--- src/rtl/rr_pkg.sv ---
package rr_pkg;
  typedef enum logic [1:0] {
    TRIG_STOP   = 2'd0,
    TRIG_VSYNC  = 2'd1,
    TRIG_LINE   = 2'd2,
    TRIG_MANUAL = 2'd3
  } trig_mode_e;

  typedef enum logic [2:0] {
    S_IDLE, S_REQ_A, S_WAIT_A, S_REQ_D, S_WAIT_D, S_WRITE
  } eng_state_e;

  localparam logic [2:0] CSR_CTRL  = 3'd0;
  localparam logic [2:0] CSR_START = 3'd1;
  localparam logic [2:0] CSR_END   = 3'd2;
  localparam logic [2:0] CSR_MODE  = 3'd3;
  localparam logic [2:0] CSR_LINE  = 3'd4;

  localparam int CTRL_SRST   = 0;
  localparam int CTRL_IRQCLR = 1;
  localparam int CTRL_ERRCLR = 2;
endpackage

--- src/rtl/rr_csr.sv ---
module rr_csr
  import rr_pkg::*;
#(
  parameter int AW     = 32,
  parameter int LINE_W = 12
) (
  input  logic              clk,
  input  logic              rst_n,
  input  logic              csr_we,
  input  logic [2:0]        csr_addr,
  input  logic [AW-1:0]     csr_wdata,
  output logic [AW-1:0]     start_q,
  output logic [AW-1:0]     end_q,
  output trig_mode_e        mode_q,
  output logic [LINE_W-1:0] line_q,
  output logic              kick_q,
  output logic              soft_rst,
  output logic              irq_clr,
  output logic              err_clr
);
  logic ctrl_wr;
  assign ctrl_wr  = csr_we && (csr_addr == CSR_CTRL);
  assign soft_rst = ctrl_wr && csr_wdata[CTRL_SRST];
  assign irq_clr  = ctrl_wr && csr_wdata[CTRL_IRQCLR];
  assign err_clr  = ctrl_wr && csr_wdata[CTRL_ERRCLR];

  always_ff @(posedge clk or negedge rst_n) begin
    if (!rst_n) begin
      start_q <= '0;
      end_q   <= '0;
      mode_q  <= TRIG_STOP;
      line_q  <= '0;
      kick_q  <= 1'b0;
    end else begin
      kick_q <= 1'b0;
      if (csr_we) begin
        unique case (csr_addr)
          CSR_START: start_q <= csr_wdata;
          CSR_END:   end_q   <= csr_wdata;
          CSR_MODE: begin
            mode_q <= trig_mode_e'(csr_wdata[1:0]);
            kick_q <= (csr_wdata[1:0] == TRIG_MANUAL);
          end
          CSR_LINE:  line_q  <= csr_wdata[LINE_W-1:0];
          default: ;
        endcase
      end
    end
  end
endmodule

--- src/rtl/rr_trigger.sv ---
module rr_trigger
  import rr_pkg::*;
#(
  parameter int LINE_W = 12
) (
  input  logic              clk,
  input  logic              rst_n,
  input  trig_mode_e        mode,
  input  logic              vsync,
  input  logic [LINE_W-1:0] line_cnt,
  input  logic [LINE_W-1:0] line_tgt,
  input  logic              kick,
  output logic              fire
);
  logic vs_q, hit, hit_q;
  assign hit = (line_cnt == line_tgt);

  always_ff @(posedge clk or negedge rst_n) begin
    if (!rst_n) begin
      vs_q  <= 1'b0;
      hit_q <= 1'b0;
    end else begin
      vs_q  <= vsync;
      hit_q <= hit;
    end
  end

  always_comb begin
    unique case (mode)
      TRIG_VSYNC:  fire = vsync && !vs_q;
      TRIG_LINE:   fire = hit && !hit_q;
      TRIG_MANUAL: fire = kick;
      default:     fire = 1'b0;
    endcase
  end
endmodule

--- src/rtl/rr_engine.sv ---
module rr_engine
  import rr_pkg::*;
#(
  parameter int AW = 32,
  parameter int DW = 32
) (
  input  logic          clk,
  input  logic          rst_n,
  input  logic          soft_rst,
  input  logic          fire,
  input  logic [AW-1:0] win_start,
  input  logic [AW-1:0] win_end,
  output logic          mem_req,
  output logic [AW-1:0] mem_addr,
  input  logic          mem_valid,
  input  logic [DW-1:0] mem_rdata,
  output logic          wr_valid,
  input  logic          wr_ready,
  output logic [DW-1:0] wr_addr,
  output logic [DW-1:0] wr_data,
  output logic          busy,
  output logic          done,
  output logic          bad
);
  localparam logic [AW-1:0] WORD_B = AW'(4);
  localparam logic [AW-1:0] DESC_B = AW'(8);
  localparam logic [AW-1:0] LAST_B = DESC_B - AW'(1);

  eng_state_e    st;
  logic [AW-1:0] ptr, lim, span;
  logic          win_ok, last;

  assign span   = win_end - win_start + AW'(1);
  assign win_ok = (win_end >= win_start) && (span[2:0] == 3'b000);
  assign last   = (ptr + LAST_B == lim);

  always_ff @(posedge clk or negedge rst_n) begin
    if (!rst_n) begin
      st      <= S_IDLE;
      ptr     <= '0;
      lim     <= '0;
      wr_addr <= '0;
      wr_data <= '0;
    end else if (soft_rst) begin
      st  <= S_IDLE;
      ptr <= '0;
      lim <= '0;
    end else begin
      unique case (st)
        S_IDLE: if (fire && win_ok) begin
          ptr <= win_start;
          lim <= win_end;
          st  <= S_REQ_A;
        end
        S_REQ_A:  st <= S_WAIT_A;
        S_WAIT_A: if (mem_valid) begin
          wr_addr <= mem_rdata;
          st      <= S_REQ_D;
        end
        S_REQ_D:  st <= S_WAIT_D;
        S_WAIT_D: if (mem_valid) begin
          wr_data <= mem_rdata;
          st      <= S_WRITE;
        end
        S_WRITE: if (wr_ready) begin
          if (last) st <= S_IDLE;
          else begin
            ptr <= ptr + DESC_B;
            st  <= S_REQ_A;
          end
        end
        default: st <= S_IDLE;
      endcase
    end
  end

  assign mem_req  = (st == S_REQ_A) || (st == S_REQ_D);
  assign mem_addr = (st == S_REQ_D) ? ptr + WORD_B : ptr;
  assign wr_valid = (st == S_WRITE);
  assign busy     = (st != S_IDLE);
  assign done     = wr_valid && wr_ready && last && !soft_rst;
  assign bad      = (st == S_IDLE) && fire && !win_ok && !soft_rst;
endmodule

--- src/rtl/reglist_replay.sv ---
module reglist_replay
  import rr_pkg::*;
#(
  parameter int AW     = 32,
  parameter int DW     = 32,
  parameter int LINE_W = 12
) (
  input  logic              clk,
  input  logic              rst_n,
  input  logic              csr_we,
  input  logic [2:0]        csr_addr,
  input  logic [AW-1:0]     csr_wdata,
  input  logic              vsync,
  input  logic [LINE_W-1:0] line_cnt,
  output logic              mem_req,
  output logic [AW-1:0]     mem_addr,
  input  logic              mem_valid,
  input  logic [DW-1:0]     mem_rdata,
  output logic              wr_valid,
  input  logic              wr_ready,
  output logic [DW-1:0]     wr_addr,
  output logic [DW-1:0]     wr_data,
  output logic              busy,
  output logic              irq_done,
  output logic              err_flag
);
  logic [AW-1:0]     start_q, end_q;
  trig_mode_e        mode_q;
  logic [LINE_W-1:0] line_q;
  logic              kick_q, soft_rst, irq_clr, err_clr;
  logic              fire, done, bad;

  rr_csr #(.AW(AW), .LINE_W(LINE_W)) u_csr (
    .clk(clk), .rst_n(rst_n), .csr_we(csr_we), .csr_addr(csr_addr),
    .csr_wdata(csr_wdata), .start_q(start_q), .end_q(end_q),
    .mode_q(mode_q), .line_q(line_q), .kick_q(kick_q),
    .soft_rst(soft_rst), .irq_clr(irq_clr), .err_clr(err_clr)
  );

  rr_trigger #(.LINE_W(LINE_W)) u_trig (
    .clk(clk), .rst_n(rst_n), .mode(mode_q), .vsync(vsync),
    .line_cnt(line_cnt), .line_tgt(line_q), .kick(kick_q), .fire(fire)
  );

  rr_engine #(.AW(AW), .DW(DW)) u_eng (
    .clk(clk), .rst_n(rst_n), .soft_rst(soft_rst), .fire(fire),
    .win_start(start_q), .win_end(end_q),
    .mem_req(mem_req), .mem_addr(mem_addr), .mem_valid(mem_valid),
    .mem_rdata(mem_rdata), .wr_valid(wr_valid), .wr_ready(wr_ready),
    .wr_addr(wr_addr), .wr_data(wr_data), .busy(busy),
    .done(done), .bad(bad)
  );

  always_ff @(posedge clk or negedge rst_n) begin
    if (!rst_n) begin
      irq_done <= 1'b0;
      err_flag <= 1'b0;
    end else if (soft_rst) begin
      irq_done <= 1'b0;
      err_flag <= 1'b0;
    end else begin
      if (done)         irq_done <= 1'b1;
      else if (irq_clr) irq_done <= 1'b0;
      if (bad)          err_flag <= 1'b1;
      else if (err_clr) err_flag <= 1'b0;
    end
  end
endmodule

--- config.mk ---
export PLATFORM = sky130hd
export DESIGN_NAME = reglist_replay
export DESIGN_NICKNAME = d
export VERILOG_FILES = /design/src/rtl/rr_pkg.sv /design/src/rtl/rr_csr.sv /design/src/rtl/rr_trigger.sv /design/src/rtl/rr_engine.sv /design/src/rtl/reglist_replay.sv
export SDC_FILE = /design/constraint.sdc
export NUM_CORES = 1
export LEC_CHECK = 0
export BUFFER_PORTS_ARGS = -buffer_cell sky130_fd_sc_hd__clkbuf_2
export CAP_MARGIN = 10
export CORE_MARGIN = 1
export CORE_UTILIZATION = 51
export DETAILED_ROUTE_END_ITERATION = 16
export GPL_TIMING_DRIVEN = 1
export PLACE_DENSITY_LB_ADDON = 0.08
export SYNTH_ARGS = -nofsm -noshare
export SYNTH_HDL_FRONTEND = slang
export SYNTH_SLANG_ARGS = --single-unit
--- constraint.sdc ---
create_clock -name clk -period 3.15 [get_ports clk]
set_clock_uncertainty 0.2 [all_clocks]
set_input_delay 0.1575 -clock clk [delete_from_list [all_inputs] [get_ports clk]]
set_output_delay 0.1575 -clock clk [all_outputs]
set_load 0.02 [all_outputs]
==> flow_metrics.tcl <==
set metrics [dict create \
    synth.distinct_cells 61 \
    grt_pass1_wl_um 55440 \
    die_area_um2 23760 \
    timing.fmax_ghz 0.3037 \
    violations "negative setup slack" \
    placedCellCount 1717 \
    finalSetupTns_ns -3.158 \
    synth-edff-count 0 \
    dr_wl_met2_um 16520 \
    cts_tree "built" \
    drt_first_pass_iters 7 \
    viasPerCell 5.649 \
    p_leak_nw 7.125 \
    hpwl_um 23680 \
    num_antenna_cells 0 \
    relSlewSlack 0.5634 \
    drcViolationCount 0 \
    die_h_um 154.1 \
    drv_cap 0 \
    yosys_warnings 0 \
    num_rows 55 \
    grt_pass1_vias 10440 \
    syn_nets 1338 \
    overflow 0 \
    hold_violations 0 \
    outcome "complete, but fails checks" \
    rsz0062_at_grt "true" \
    synth_ff_type "dfrtp_1" \
    instances_no_fill 1861 \
    synth_cells 1214 \
    met1_length_um 15150 \
    synth_area_um2 11810 \
    place_congestion 0.9700 \
    syn2layout_area_growth_pct 34.20 \
    die_x_um 154.1 \
    top_layer "met4" \
    htreeDepth 1 \
    routedWlPerCell_um 18.68 \
    clock-sinks 214 \
    totalWireLength_um 34760 \
    vias 10510 \
    crit_fanout 11 \
    postRouteAntennaNets 0 \
    powerDensity_nw_per_um2 764.9 \
    fin_crit_ns 3.293 \
    n_fill_cell 1757 \
    nets 1683 \
    syn_avg_cell_area_um2 9.724 \
    ir_drop_mv 0.6132 \
    postSynth.asyncResetShare 1.000 \
    startpoint_type "flop" \
    cts.reportedPaths.clkPinSlew_ns 0.06 \
    seq_area_frac_synth 0.4536 \
    drive_above_1_share 0.3464 \
    cts.path.max_buffers 3 \
    drt_iter0_drc 698 \
    dr_wl_met3_um 1931 \
    hp-class "in2async" \
    worst_slew_pin_slew_ns 0.6550 \
    path_class "reg2reg" \
    setup_viol 31 \
    required_ns 3.37 \
    grt_max_degree 77 \
    grt_usage 0.2936 \
    coreArea_um2 22640 \
    pin_count 186 \
    io_buffers 185 \
    finalMaxSlewViolations 0 \
    setup_ws_ns -0.1428 \
    setup.worst_path.end_class "flop" \
    cp.arrival_ns 3.51 \
    insertion_delay_ns 0.53 \
    timing.final.crit_share 1.045 \
    antenna_found_initial 0 \
    ys_ff_latch 214 \
    start_util 0.5214 \
    cts_buffers 24 \
    ctsRootBufferMaster "clkbuf_16" \
]
==> stage by stage <==
stage	hold WS [ns]	cell area, um^2	power (W)	util	setup WS, ns
after floorplan	-0.3381	11810	0.007126	-	-0.06351
after global placement	-0.005615	13680	0.008750	0.6044	-0.03901
after detailed placement	-0.006435	13680	0.008858	0.6044	-0.1144
after CTS	0.03171	15420	0.01193	0.6812	-0.09050
after global routing	0.05069	15840	0.01278	0.6998	-0.2072
final	0.007581	15840	0.01212	0.6998	-0.1428
==> logic make-up after synthesis <==
group | share of synthesized area
compound gates | 0.1117
xor+xnor | 0.06677
fa+ha+maj | 0.04134
buf+inv | 0.05056
flops | 0.4536
mux | 0.1048
simple gates | 0.1712
==> cells in the mapped netlist, types with 3 or more instances <==
cell type  instances  area (um^2)
buf_2             14        70.07
dfrtp_1          214         5355
and2_1             5        31.28
a21o_1             3        22.52
xnor2_1           53        464.2
o21ai_0           51        255.2
clkbuf_1          57        214.0
nand2_1          168        630.6
inv_1             45        168.9
nor2b_1            7        43.79
and3_1             3        18.77
ha_1              39        488.0
or2_2              5        31.28
or4_1              4        30.03
o211ai_1           9        67.56
a31oi_1            4        25.02
a21oi_1           82        410.4
nor2_1            61        229.0
a221oi_1           3        26.28
buf_6              3        33.78
a32o_1            27        270.3
buf_4             12        90.09
nand4b_1           4        35.03
nor3_1            43        215.2
nand2b_1           4        25.02
and4_1             9        78.83
or3_1             10        62.56
mux2_2           109         1227
nand4_1           26        162.7
nor3b_1            4        30.03
xor2_1            37        324.1
nor4_1            14        87.58
buf_1              4        15.01
a2111oi_0          3        26.28
a211oi_1           3        22.52
nand3_1           42        210.2
o22ai_1            4        25.02
==> flip-flops by register name, indices dropped and copies added (netlist names) <==
signal,count
u_trig.hit_q,1
u_csr.end_q,32
u_csr.mode_q,2
u_csr.line_q,12
u_eng.st,3
irq_done,1
err_flag,1
u_eng.lim,32
u_eng.ptr,32
u_csr.start_q,32
u_eng.wr_data,32
u_trig.vs_q,1
u_eng.wr_addr,32
u_csr.kick_q,1
==> cells in the final DEF, fill, tap and decap left out, types with 9 or more instances in the layout <==
master         Yosys  routed
and4_1             9       9
buf_6              3      10
nand2_1          168     168
nor2_1            61      54
inv_1             45      44
nand4_1           26      26
a21oi_1           82      81
nand3_1           42      42
mux2_2           109     109
ha_1              39      33
a32o_1            27      26
dfrtp_1          214     212
xnor2_1           53      53
clkbuf_16          0      25
o211ai_1           9       9
xor2_1            37      37
nor4_1            14      11
clkbuf_2           1     180
dlygate4sd3_1      0      74
o21ai_0           51      50
buf_4             12     134
nor3_1            43      36
==> report_power, final <==
part           total [W]  leakage (nW)  internal (W)  switching (W)
clock            0.00294         0.404       0.00176        0.00118
sequential       0.00418          2.69       0.00358       0.000602
combinational    0.00500          4.03       0.00225        0.00274
==> final timing paths <==
path	startpoint	to	slack, ns	cells after the start
max	u_eng.ptr[4]	u_eng.ptr[12]	-0.14	14
min	rst_n	u_eng.lim[19]	0.008	2
max reg2reg	u_eng.ptr[4]	u_eng.ptr[12]	-0.14	14
min reg2reg	u_eng.wr_addr[5]	u_eng.wr_addr[5]	0.31	1
max in group asynchronous	rst_n	u_eng.st[2]	2.01	3
min in group clk	mem_valid	u_eng.st[0]	0.06	5
==> layer usage <==
layer  track usage  vias to the layer above
met5             0                        -
met3       0.03579                       76
met1        0.4001                     5106
li1              -                     4972
met4        0.1076                        0
met2        0.4816                      359
==> worst max-delay path, stage by stage (launching register included) <==
cell	delay, ns
dfrtp_1	0.36
ha_2	0.19
nand3_2	0.08
buf_6	0.14
or3_4	0.41
buf_6	0.14
nor3_4	0.17
o22ai_2	0.14
a2111oi_4	0.30
buf_4	0.19
o2111ai_4	0.10
buf_12	0.17
and2_4	0.18
buf_8	0.14
a32o_2	0.24
==> repair_timing <==
item | CTS | global route
gates resized for setup | 33 | 58
setup endpoints to repair | 78 | 82
setup buffers | 7 | 17
hold endpoints to repair | 371 | 0
hold buffers | 74 | 0
pin swaps | 7 | 29
cloned | 1 | 2
==> final cells by class <==
class | instances | area [um^2] | area share
multi-input cells | 864 | 6145 | 0.3879
clock inverters | 10 | 160.2 | 0.01011
repair buffers | 410 | 2980 | 0.1881
well taps | 285 | 356.6 | 0.02251
flip-flops and latches | 214 | 5358 | 0.3382
inverters | 45 | 168.9 | 0.01066
clock buffers | 33 | 674.4 | 0.04257
Power figures use the tool's default switching activity.
